==> config.mk <==
export PLATFORM = sky130hd
export DESIGN_NAME = uart_rx_core
export DESIGN_NICKNAME = d
export VERILOG_FILES = /design/src/rtl/uart_rx_pkg.sv /design/src/rtl/rx_line_sync.sv /design/src/rtl/rx_bit_timer.sv /design/src/rtl/rx_frame_fsm.sv /design/src/rtl/rx_buffer.sv /design/src/rtl/uart_rx_core.sv
export SDC_FILE = /design/constraint.sdc
export NUM_CORES = 1
export LEC_CHECK = 0
export ABC_CLOCK_PERIOD_IN_PS = 2500
export BUFFER_PORTS_ARGS = -buffer_cell sky130_fd_sc_hd__buf_2
export CAP_MARGIN = 20
export CORE_ASPECT_RATIO = 0.7
export CORE_MARGIN = 4
export CORE_UTILIZATION = 35
export CTS_CLUSTER_DIAMETER = 80
export CTS_CLUSTER_SIZE = 10
export DETAILED_ROUTE_END_ITERATION = 10
export PLACE_DENSITY = 0.59
export SLEW_MARGIN = 20
export SYNTH_ARGS = -nofsm -noshare
export SYNTH_HDL_FRONTEND = slang
export SYNTH_SLANG_ARGS = --single-unit
==> constraint.sdc <==
create_clock -name clk_i -period 2.5 [get_ports clk_i]
set_input_delay 0.75 -clock clk_i [delete_from_list [all_inputs] [get_ports clk_i]]
set_output_delay 0.75 -clock clk_i [all_outputs]
set_load 0.02 [all_outputs]
==> src/rtl/uart_rx_pkg.sv <==
package uart_rx_pkg;
  typedef enum logic [2:0] {
    ST_IDLE,
    ST_START,
    ST_DATA,
    ST_PAR,
    ST_STOP
  } rx_state_e;
endpackage

==> src/rtl/rx_line_sync.sv <==
module rx_line_sync (
  input  logic clk_i,
  input  logic rst_ni,
  input  logic rxd_i,
  input  logic inv_i,
  output logic lvl_o,
  output logic fall_o
);
  logic s1_q, s2_q, prev_q;

  // inversion ahead of the synchronizer; reset to post-inversion idle level
  always_ff @(posedge clk_i or negedge rst_ni) begin
    if (!rst_ni) begin
      s1_q   <= 1'b1;
      s2_q   <= 1'b1;
      prev_q <= 1'b1;
    end else begin
      s1_q   <= rxd_i ^ inv_i;
      s2_q   <= s1_q;
      prev_q <= s2_q;
    end
  end

  assign lvl_o  = s2_q;
  assign fall_o = prev_q & ~s2_q;
endmodule

==> src/rtl/rx_bit_timer.sv <==
module rx_bit_timer #(
  parameter int DIV_W = 8
) (
  input  logic             clk_i,
  input  logic             rst_ni,
  input  logic             start_i,
  input  logic             run_i,
  input  logic [DIV_W-1:0] div_i,
  output logic             smp_o
);
  localparam int CNT_W = DIV_W + 1;

  logic [CNT_W-1:0] cnt_q;
  logic             phase_q;
  logic [CNT_W-1:0] reload;

  assign reload = {1'b0, div_i} + CNT_W'(1);

  // cnt runs k+1..0 -> one half bit per wrap; sample on every other wrap
  always_ff @(posedge clk_i or negedge rst_ni) begin
    if (!rst_ni) begin
      cnt_q   <= '0;
      phase_q <= 1'b0;
    end else if (start_i) begin
      cnt_q   <= reload;
      phase_q <= 1'b0;
    end else if (run_i) begin
      if (cnt_q == '0) begin
        cnt_q   <= reload;
        phase_q <= ~phase_q;
      end else begin
        cnt_q <= cnt_q - CNT_W'(1);
      end
    end
  end

  assign smp_o = run_i & (cnt_q == '0) & ~phase_q;

  p_smp_spaced_r2: assert property (@(posedge clk_i) disable iff (!rst_ni)
    smp_o |=> !smp_o);
endmodule

==> src/rtl/rx_frame_fsm.sv <==
module rx_frame_fsm
  import uart_rx_pkg::*;
#(
  parameter int DATA_W = 8,
  parameter int LEN_W  = 3
) (
  input  logic              clk_i,
  input  logic              rst_ni,
  input  logic              rx_en_i,
  input  logic              lvl_i,
  input  logic              fall_i,
  input  logic              smp_i,
  input  logic [LEN_W-1:0]  char_len_i,
  input  logic              par_en_i,
  input  logic              par_odd_i,
  input  logic              two_stop_i,
  input  logic              msb_first_i,
  output logic              start_o,
  output logic              run_o,
  output logic              done_o,
  output logic [DATA_W-1:0] char_o,
  output logic              fer_o,
  output logic              per_o
);
  rx_state_e         state_q;
  logic [LEN_W-1:0]  idx_q;
  logic [LEN_W-1:0]  pos;
  logic [DATA_W-1:0] shreg_q;
  logic              par_q;
  logic              frm_q;
  logic              stop2_q;
  logic              frm_nxt;

  assign start_o = (state_q == ST_IDLE) & rx_en_i & fall_i;
  assign run_o   = (state_q != ST_IDLE);
  assign pos     = msb_first_i ? (char_len_i - idx_q) : idx_q;
  assign frm_nxt = frm_q | ~lvl_i;

  always_ff @(posedge clk_i or negedge rst_ni) begin
    if (!rst_ni) begin
      state_q <= ST_IDLE;
      idx_q   <= '0;
      shreg_q <= '0;
      par_q   <= 1'b0;
      frm_q   <= 1'b0;
      stop2_q <= 1'b0;
      done_o  <= 1'b0;
      char_o  <= '0;
      fer_o   <= 1'b0;
      per_o   <= 1'b0;
    end else begin
      done_o <= 1'b0;
      if (!rx_en_i) begin
        state_q <= ST_IDLE;
      end else begin
        unique case (state_q)
          ST_IDLE: if (fall_i) state_q <= ST_START;
          ST_START: if (smp_i) begin
            if (lvl_i) state_q <= ST_IDLE;  // false start
            else begin
              state_q <= ST_DATA;
              idx_q   <= '0;
              shreg_q <= '0;
              par_q   <= 1'b0;
              frm_q   <= 1'b0;
            end
          end
          ST_DATA: if (smp_i) begin
            shreg_q[pos] <= lvl_i;
            par_q        <= par_q ^ lvl_i;
            if (idx_q == char_len_i) begin
              state_q <= par_en_i ? ST_PAR : ST_STOP;
              stop2_q <= two_stop_i;
            end else begin
              idx_q <= idx_q + LEN_W'(1);
            end
          end
          ST_PAR: if (smp_i) begin
            par_q   <= par_q ^ lvl_i;
            state_q <= ST_STOP;
          end
          ST_STOP: if (smp_i) begin
            if (stop2_q) begin
              stop2_q <= 1'b0;
              frm_q   <= frm_nxt;
            end else begin
              done_o  <= 1'b1;
              char_o  <= shreg_q;
              fer_o   <= frm_nxt;
              per_o   <= par_en_i & (par_q != par_odd_i);
              state_q <= ST_IDLE;
            end
          end
          default: state_q <= ST_IDLE;
        endcase
      end
    end
  end

  p_off_idle_r1: assert property (@(posedge clk_i) disable iff (!rst_ni)
    !rx_en_i |=> state_q == ST_IDLE);

  p_false_start_r11: assert property (@(posedge clk_i) disable iff (!rst_ni)
    (rx_en_i && state_q == ST_START && smp_i && lvl_i) |=> state_q == ST_IDLE);
endmodule

==> src/rtl/rx_buffer.sv <==
module rx_buffer #(
  parameter int DATA_W = 8
) (
  input  logic              clk_i,
  input  logic              rst_ni,
  input  logic              done_i,
  input  logic [DATA_W-1:0] char_i,
  input  logic              fer_i,
  input  logic              per_i,
  input  logic              rd_i,
  output logic [DATA_W-1:0] data_o,
  output logic              full_o,
  output logic              irq_o,
  output logic              ovr_o,
  output logic              fer_o,
  output logic              per_o
);
  logic [DATA_W-1:0] data_q;
  logic full_q, irq_q, ovr_q, fer_q, per_q;
  logic full_eff, ovr_eff, fer_eff, per_eff;

  // read strobe acts first; a same-cycle character then lands in a free buffer
  assign full_eff = full_q & ~rd_i;
  assign ovr_eff  = ovr_q  & ~rd_i;
  assign fer_eff  = fer_q  & ~rd_i;
  assign per_eff  = per_q  & ~rd_i;

  always_ff @(posedge clk_i or negedge rst_ni) begin
    if (!rst_ni) begin
      data_q <= '0;
      full_q <= 1'b0;
      irq_q  <= 1'b0;
      ovr_q  <= 1'b0;
      fer_q  <= 1'b0;
      per_q  <= 1'b0;
    end else begin
      irq_q  <= 1'b0;
      full_q <= full_eff;
      ovr_q  <= ovr_eff;
      fer_q  <= fer_eff;
      per_q  <= per_eff;
      if (done_i) begin
        if (full_eff) begin
          ovr_q <= 1'b1;
        end else begin
          data_q <= char_i;
          full_q <= 1'b1;
          irq_q  <= 1'b1;
          fer_q  <= fer_eff | fer_i;
          per_q  <= per_eff | per_i;
        end
      end
    end
  end

  assign data_o = data_q;
  assign full_o = full_q;
  assign irq_o  = irq_q;
  assign ovr_o  = ovr_q;
  assign fer_o  = fer_q;
  assign per_o  = per_q;

  p_irq_pulse_r6: assert property (@(posedge clk_i) disable iff (!rst_ni)
    irq_q |=> !irq_q);

  p_ovr_hold_r9: assert property (@(posedge clk_i) disable iff (!rst_ni)
    (done_i && full_q && !rd_i) |=> ($stable(data_q) && ovr_q && !irq_q));

  p_fer_sticky_r10: assert property (@(posedge clk_i) disable iff (!rst_ni)
    (fer_q && !rd_i) |=> fer_q);
endmodule

==> src/rtl/uart_rx_core.sv <==
module uart_rx_core #(
  parameter int DATA_W = 8,
  parameter int DIV_W  = 8,
  localparam int LEN_W = $clog2(DATA_W)
) (
  input  logic              clk_i,
  input  logic              rst_ni,
  input  logic              rx_en_i,
  input  logic              rxd_i,
  input  logic [DIV_W-1:0]  div_i,
  input  logic [LEN_W-1:0]  char_len_i,
  input  logic              par_en_i,
  input  logic              par_odd_i,
  input  logic              two_stop_i,
  input  logic              msb_first_i,
  input  logic              inv_i,
  input  logic              rd_i,
  output logic [DATA_W-1:0] data_o,
  output logic              full_o,
  output logic              irq_o,
  output logic              ovr_o,
  output logic              fer_o,
  output logic              per_o
);
  logic              lvl, fall, smp, start, run, done, c_fer, c_per;
  logic [DATA_W-1:0] chr;

  rx_line_sync u_sync (
    .clk_i (clk_i),
    .rst_ni(rst_ni),
    .rxd_i (rxd_i),
    .inv_i (inv_i),
    .lvl_o (lvl),
    .fall_o(fall)
  );

  rx_bit_timer #(.DIV_W(DIV_W)) u_timer (
    .clk_i  (clk_i),
    .rst_ni (rst_ni),
    .start_i(start),
    .run_i  (run),
    .div_i  (div_i),
    .smp_o  (smp)
  );

  rx_frame_fsm #(.DATA_W(DATA_W), .LEN_W(LEN_W)) u_fsm (
    .clk_i      (clk_i),
    .rst_ni     (rst_ni),
    .rx_en_i    (rx_en_i),
    .lvl_i      (lvl),
    .fall_i     (fall),
    .smp_i      (smp),
    .char_len_i (char_len_i),
    .par_en_i   (par_en_i),
    .par_odd_i  (par_odd_i),
    .two_stop_i (two_stop_i),
    .msb_first_i(msb_first_i),
    .start_o    (start),
    .run_o      (run),
    .done_o     (done),
    .char_o     (chr),
    .fer_o      (c_fer),
    .per_o      (c_per)
  );

  rx_buffer #(.DATA_W(DATA_W)) u_buf (
    .clk_i (clk_i),
    .rst_ni(rst_ni),
    .done_i(done),
    .char_i(chr),
    .fer_i (c_fer),
    .per_i (c_per),
    .rd_i  (rd_i),
    .data_o(data_o),
    .full_o(full_o),
    .irq_o (irq_o),
    .ovr_o (ovr_o),
    .fer_o (fer_o),
    .per_o (per_o)
  );
endmodule

## After elaboration in Yosys (flattened, before gate mapping)

Index checks and enable logic that the tools add are counted.
W data, S select, Z words.

- Flip-flop bits (word level): 54
- Input bits: 21
- Output and inout port bits: 13
- Logic and storage cells: 142

- $add $sub $neg: 4
- Magnitude comparators: 2
- Equality and inequality tests: 21
- Mux-type cells: 54
- Bitwise operators: 20
- Reductions and logical operators: 20

Operators with widths:

| kind | count |
|---|---|
| $mux W3 | 14 |
| $mux W9 | 3 |
| $mux W1 | 25 |
| $mux W8 | 3 |
| $pmux W8 S2 | 1 |
| $ne A3 B3 Y1 const B | 5 |
| $pmux W3 S5 | 1 |
| $reduce_and A5 Y1 | 3 |
| $reduce_and A6 Y1 | 2 |
| $reduce_bool A2 Y1 | 6 |
| $and A1 B1 Y1 | 10 |
| $ne A2 B2 Y1 const B | 5 |
| $add A8 B1 Y9 const B | 1 |
| $logic_not A9 Y1 | 1 |
| $sub A9 B1 Y9 const B | 1 |
| $bwmux W8 | 1 |
| $reduce_and A7 Y1 | 1 |
| $eq A3 B2 Y1 const B | 2 |
| $ne A2 B1 Y1 const B | 3 |
| $ne A3 B2 Y1 const B | 2 |
| $pmux W1 S2 | 3 |
| $pmux W3 S2 | 1 |
| $not A1 Y1 | 5 |
| $lt A3 B4 Y1 const B | 1 |
| 17 further kinds | 21 |

## Longest topological paths before layout

- Word-level depth: 9
- Depth in mapped cells: 9
- Depth with buffers taken out: 8

## Hierarchy

From an unflattened synthesis, not the netlist that was laid out.

- Cells, all modules: 278
- Area, all modules: 3020.4 µm²

By module, submodules not included:

| module | times used | cells each | area an instance (µm²) | sequential area each (µm²) |
|---|---|---|---|---|
| rx_frame_fsm | 1 | 160 | 1674.1 | 700.7 |
| rx_bit_timer | 1 | 80 | 724.4 | 250.2 |
| rx_buffer | 1 | 33 | 528.0 | 325.3 |
| rx_line_sync | 1 | 5 | 93.8 | 78.8 |

## Least setup slack after synthesis

OpenSTA, ideal clock, no wires.

- Path type: input to register
- From: in char_len_i[0]
- To: reg u_fsm.shreg_q[4]
- Setup time: 0.127 ns
- Arrival: 2.411 ns
- Required time: 2.373 ns
- Slack: -0.038 ns
- Stages: 8
- Buffers on the path: 0
- Cell sequence: inv_1 -> ha_1 -> inv_1 -> fa_1 -> xor2_1 -> or3_1 -> a2111o_1 -> mux2i_1

- Longest elaborated chain between the ends: 9
- Elaborated cells on any way between the ends: 10
- Those cells by class: add/sub (1); order compare (2); mux (6); reduce/logical (1)

RTL lines:

| what | line | text |
|---|---|---|
| start: declaration | uart_rx_core.sv:11 | `input logic [LEN_W-1:0] char_len_i,` |
| $sub A3 B3 Y3 * | rx_frame_fsm.sv:36 | `assign pos = msb_first_i ? (char_len_i - idx_q) : idx_q;` |
| $mux W3 * | rx_frame_fsm.sv:36 |  |
| $lt A3 B4 Y1 (not written as such) or $ge A3 B1 Y1 (tied branches) | rx_frame_fsm.sv:69 | `shreg_q[pos] <= lvl_i;` |
| $logic_and A1 B1 Y1 (not written as such) | rx_frame_fsm.sv:69 |  |
| $mux W1 (not written as such) | rx_frame_fsm.sv:69 |  |
| $demux W1 S3 * | n/a |  |
| $bwmux W8 * | rx_frame_fsm.sv:69 |  |
| $mux W8 * | rx_frame_fsm.sv:68 | `ST_DATA: if (smp_i) begin` |
| $pmux W8 S2 * | rx_frame_fsm.sv:56 | `unique case (state_q)` |
| end signal: indexed assignment | rx_frame_fsm.sv:69 |  |
| end: declaration | rx_frame_fsm.sv:28 | `logic [DATA_W-1:0] shreg_q;` |

Mark *: on every way between the ends. The rest lies on a longest branch, timed or not. The select of a mux whose other input is x is not followed.
A chain may end at the register's enable or synchronous reset.

## Worst setup path in the final report

- From: reg u_timer.cnt_q[0]
- To: reg u_fsm.idx_q[2]

- Longest elaborated chain between the ends: 5
- Elaborated cells on any way between the ends: 6
- Those cells by class: eq/ne (2); bitwise (2); reduce/logical (2)

RTL lines:

| what | line | text |
|---|---|---|
| start: declaration | rx_bit_timer.sv:13 | `logic [CNT_W-1:0] cnt_q;` |
| start signal: assignment | rx_bit_timer.sv:25 | `cnt_q <= reload;` |
| start signal: assignment | rx_bit_timer.sv:29 | `cnt_q <= reload;` |
| start signal: assignment | rx_bit_timer.sv:32 | `cnt_q <= cnt_q - CNT_W'(1);` |
| $logic_not A9 Y1 * | rx_bit_timer.sv:37 | `assign smp_o = run_i & (cnt_q == '0) & ~phase_q;` |
| $and A1 B1 Y1 * (2 in a row) | rx_bit_timer.sv:37 |  |
| $ne A2 B2 Y1 (no source line) | n/a |  |
| $reduce_and A6 Y1 (no source line) * | n/a |  |
| end signal: assignment | rx_frame_fsm.sv:75 | `idx_q <= idx_q + LEN_W'(1);` |
| end: declaration | rx_frame_fsm.sv:26 | `logic [LEN_W-1:0] idx_q;` |

Mark *: on every way between the ends. The rest lies on a longest branch, timed or not.

==> impl_metrics.csv <==
group,metric,value,unit
floorplan,io_pins,34,
setup_path,cp.arrival,2.58,ns
grt,grt_pass1_vias,2402,
clocking,clk_latency,0.29,ns
synth,synth_area,0.00303,mm2
timing,fin_crit_sh,0.972,
setup_path,reg2regPathDepth,6,
grt,antenna_found_initial,0,
grt,grt_overflow_total,0,
timing,setup_viol,0,
timing,finClkSkew,0.00501,ns
synth,ys_ff_latch,54,
grt,grt_usage,0.146,
setup_path,required,2.65,ns
placed_design,globalplace.congestion,0.889,
setup_path,crit_fanout,6,
clocking,cts_buffers,5,
cells_and_area,fin_nets,371,
clocking,clkSinkCount,54,
timing,fmaxAchievable,411,MHz
synth,ys_top_cells_by_area,"dfrtp_1 (42%), mux2_2 (3.3%), dfstp_2 (2.6%)",
detailed_routing,avgViaCountPerCell,5.36,
floorplan,die_width,119,um
setup_path,crit_type,"reg -> reg",
pwr,p_per_area,628,mW/mm2
timing,final-max-slew-violation-count,0,
grt,grt_max_degree,30,
synth,syn-num-nets,325,
timing,whs,0.281,ns
setup_path,cp-start-kind,"flip-flop",
detailed_routing,drt-total-wl,7.01,mm
floorplan,die-height,85.9,um
run,maxCapViolations,0,
placed_design,dp_hpwl,5.18,mm
min_path,hold_class,"in -> async",
synth,ys_seq_area_frac,0.447,
grt,grt_pass1_wl,12.1,mm
synth,syn_avg_cell_area,10.2,um2
placed_design,io_buffer_count,33,
detailed_routing,num_vias,2494,
synth,ys_top_cells_by_count,"dfrtp_1 (51), inv_1 (20), nor2_1 (16), o21ai_0 (15), clkbuf_1 (14)",
detailed_routing,drt_iter0_markers,230,
detailed_routing,first_pass_iters,5,
floorplan,initial_core_util,0.359,
floorplan,core_area,0.00844,mm2
timing,rsz0062_at_grt,"no",
synth,dominantRegCellSynth,"dfrtp_1",
synth,netlist-cell-type-count,57,
clocking,path_clk_slew,0.07,ns
setup_path,end_kind,"flip-flop",
placed_design,dp_cells,457,
timing,setup_tns,0,ns
synth,synth_most_common_cell,"dfrtp_1",
cells_and_area,fin_cells,465,
pwr,max-vdd-ir-drop,0.251,mV
cells_and_area,diodes,0,
timing,finalHoldViolations,0,
synth,postSynthCellCount,298,
pwr,p_total,2.28,mW
synth,synth_edf_count,0,
pwr,leakage,1.67,nW
cells_and_area,drive_above_1_share,0.258,
clocking,cts_tree,"yes",
clocking,cts_max_path_buffers,2,
synth,yosys_warnings,0,
timing,worstMarginPinSlew,0.551,ns
synth,synth-async-reset-ratio,1.00,
detailed_routing,drcViolationCount,0,
clocking,clock-root-buffer,"clkbuf_16",
detailed_routing,wire_per_inst,15.1,um
cells_and_area,syn2layout_area_growth,19.7,%
timing,min_period,2.43,ns
timing,relSlewSlack,0.630,
detailed_routing,ant_nets,0,
outcome,status,"finished clean",
floorplan,die_area,0.0102,mm2
clocking,h-tree-depth,2,
synth,yosys.area.top_type,"dfrtp_1",
floorplan,row_count,28,
synth,synth_top_area_frac,0.421,
clocking,ctsHoldBuffers,0,
## timing repair
item | in CTS | in global routing
setup buffers | 0 | 0
resized for setup | 1 | 0
hold endpoints to repair | 0 | 0
setup endpoints to repair | 1 | 6
pin swaps | 0 | 1
## power breakdown
| part | leakage (nW) | switching (mW) | internal, mW |
|---|---|---|---|
| registers | 0.708 | 0.0727 | 0.955 |
| logic | 0.886 | 0.257 | 0.220 |
| clock network | 0.0781 | 0.302 | 0.474 |
## through the flow
step / setup WS (ns) / area, um2 / util
after detailed placement: -0.161 / 3450 / 0.409
after floorplan: 0.0125 / 3040 / -
after global routing: 0.00499 / 3630 / 0.430
final: 0.0697 / 3630 / 0.430
after CTS: 0.0278 / 3630 / 0.430
after global placement: -0.146 / 3450 / 0.409
## per-layer routing
metal	vias up	wire length [um]	GRT usage
li1	1213	-	-
met1	1212	3600	0.222
met2	65	3060	0.211
met3	4	284	0.0277
met4	0	68	0.0389
met5	-	0	0
## state kept, by name, indices dropped and copies added, names as in the netlist, 3 cells and up
| register | flops |
|---|---|
| u_buf.data_o | 8 |
| u_fsm.char_o | 8 |
| u_fsm.idx_q | 3 |
| u_fsm.shreg_q | 8 |
| u_fsm.state_q | 3 |
| u_timer.cnt_q | 9 |
## worst paths after layout
check                                                   end  slack, ns                         start
worst min-delay path            u_fsm.char_o[3]$_DFFE_PN0P_       0.28                        rst_ni
min in group clk_i                   u_sync.lvl_o$_DFF_PN1_       0.36         u_sync.s1_q$_DFF_PN1_
worst max register to register   u_fsm.idx_q[2]$_DFFE_PN0P_       0.07  u_timer.cnt_q[0]$_DFFE_PN0P_
worst min register to register       u_sync.lvl_o$_DFF_PN1_       0.36         u_sync.s1_q$_DFF_PN1_
max in group asynchronous           u_sync.prev_q$_DFF_PN1_       1.59                        rst_ni
worst max-delay path             u_fsm.idx_q[2]$_DFFE_PN0P_       0.07  u_timer.cnt_q[0]$_DFFE_PN0P_
## final cells by class
cell class                      count  area, um2
Clock buffer                        7        133
Clock inverter                      1       30.0
Fill cell                         827       4810
Inverter                           21       78.8
Multi-Input combinational cell    204       1530
Sequential cell                    54       1360
Tap cell                          120        150
Timing Repair Buffer               58        353
## cell usage in the layout (no fill, tap or decap), types with 9 or more instances in the layout
master    n
a21oi_1   9
buf_2    33
buf_4    25
dfrtp_1  51
inv_1    20
mux2_2    9
nand2_1   9
nand3_1  10
nor2_1   16
o21ai_0  15
o31ai_1  10
## cells by family after synthesis
kind of cell | synth area share
buffers and inverters | 0.0549
flip-flops | 0.447
XOR/XNOR | 0.0396
multiplexers | 0.0825
adder cells (fa/ha/maj) | 0.0272
AO/OA/AOI/OAI | 0.165
AND/OR/NAND/NOR | 0.184
## critical path: stages, from the launching register on
cell and delay [ns]:
dfrtp_1 0.37, inv_1 0.07, ha_1 0.18, or3b_2 0.53, or4_1 0.57, a2111oi_4 0.42, o22ai_1 0.14
(Power assumes the default switching activity.)
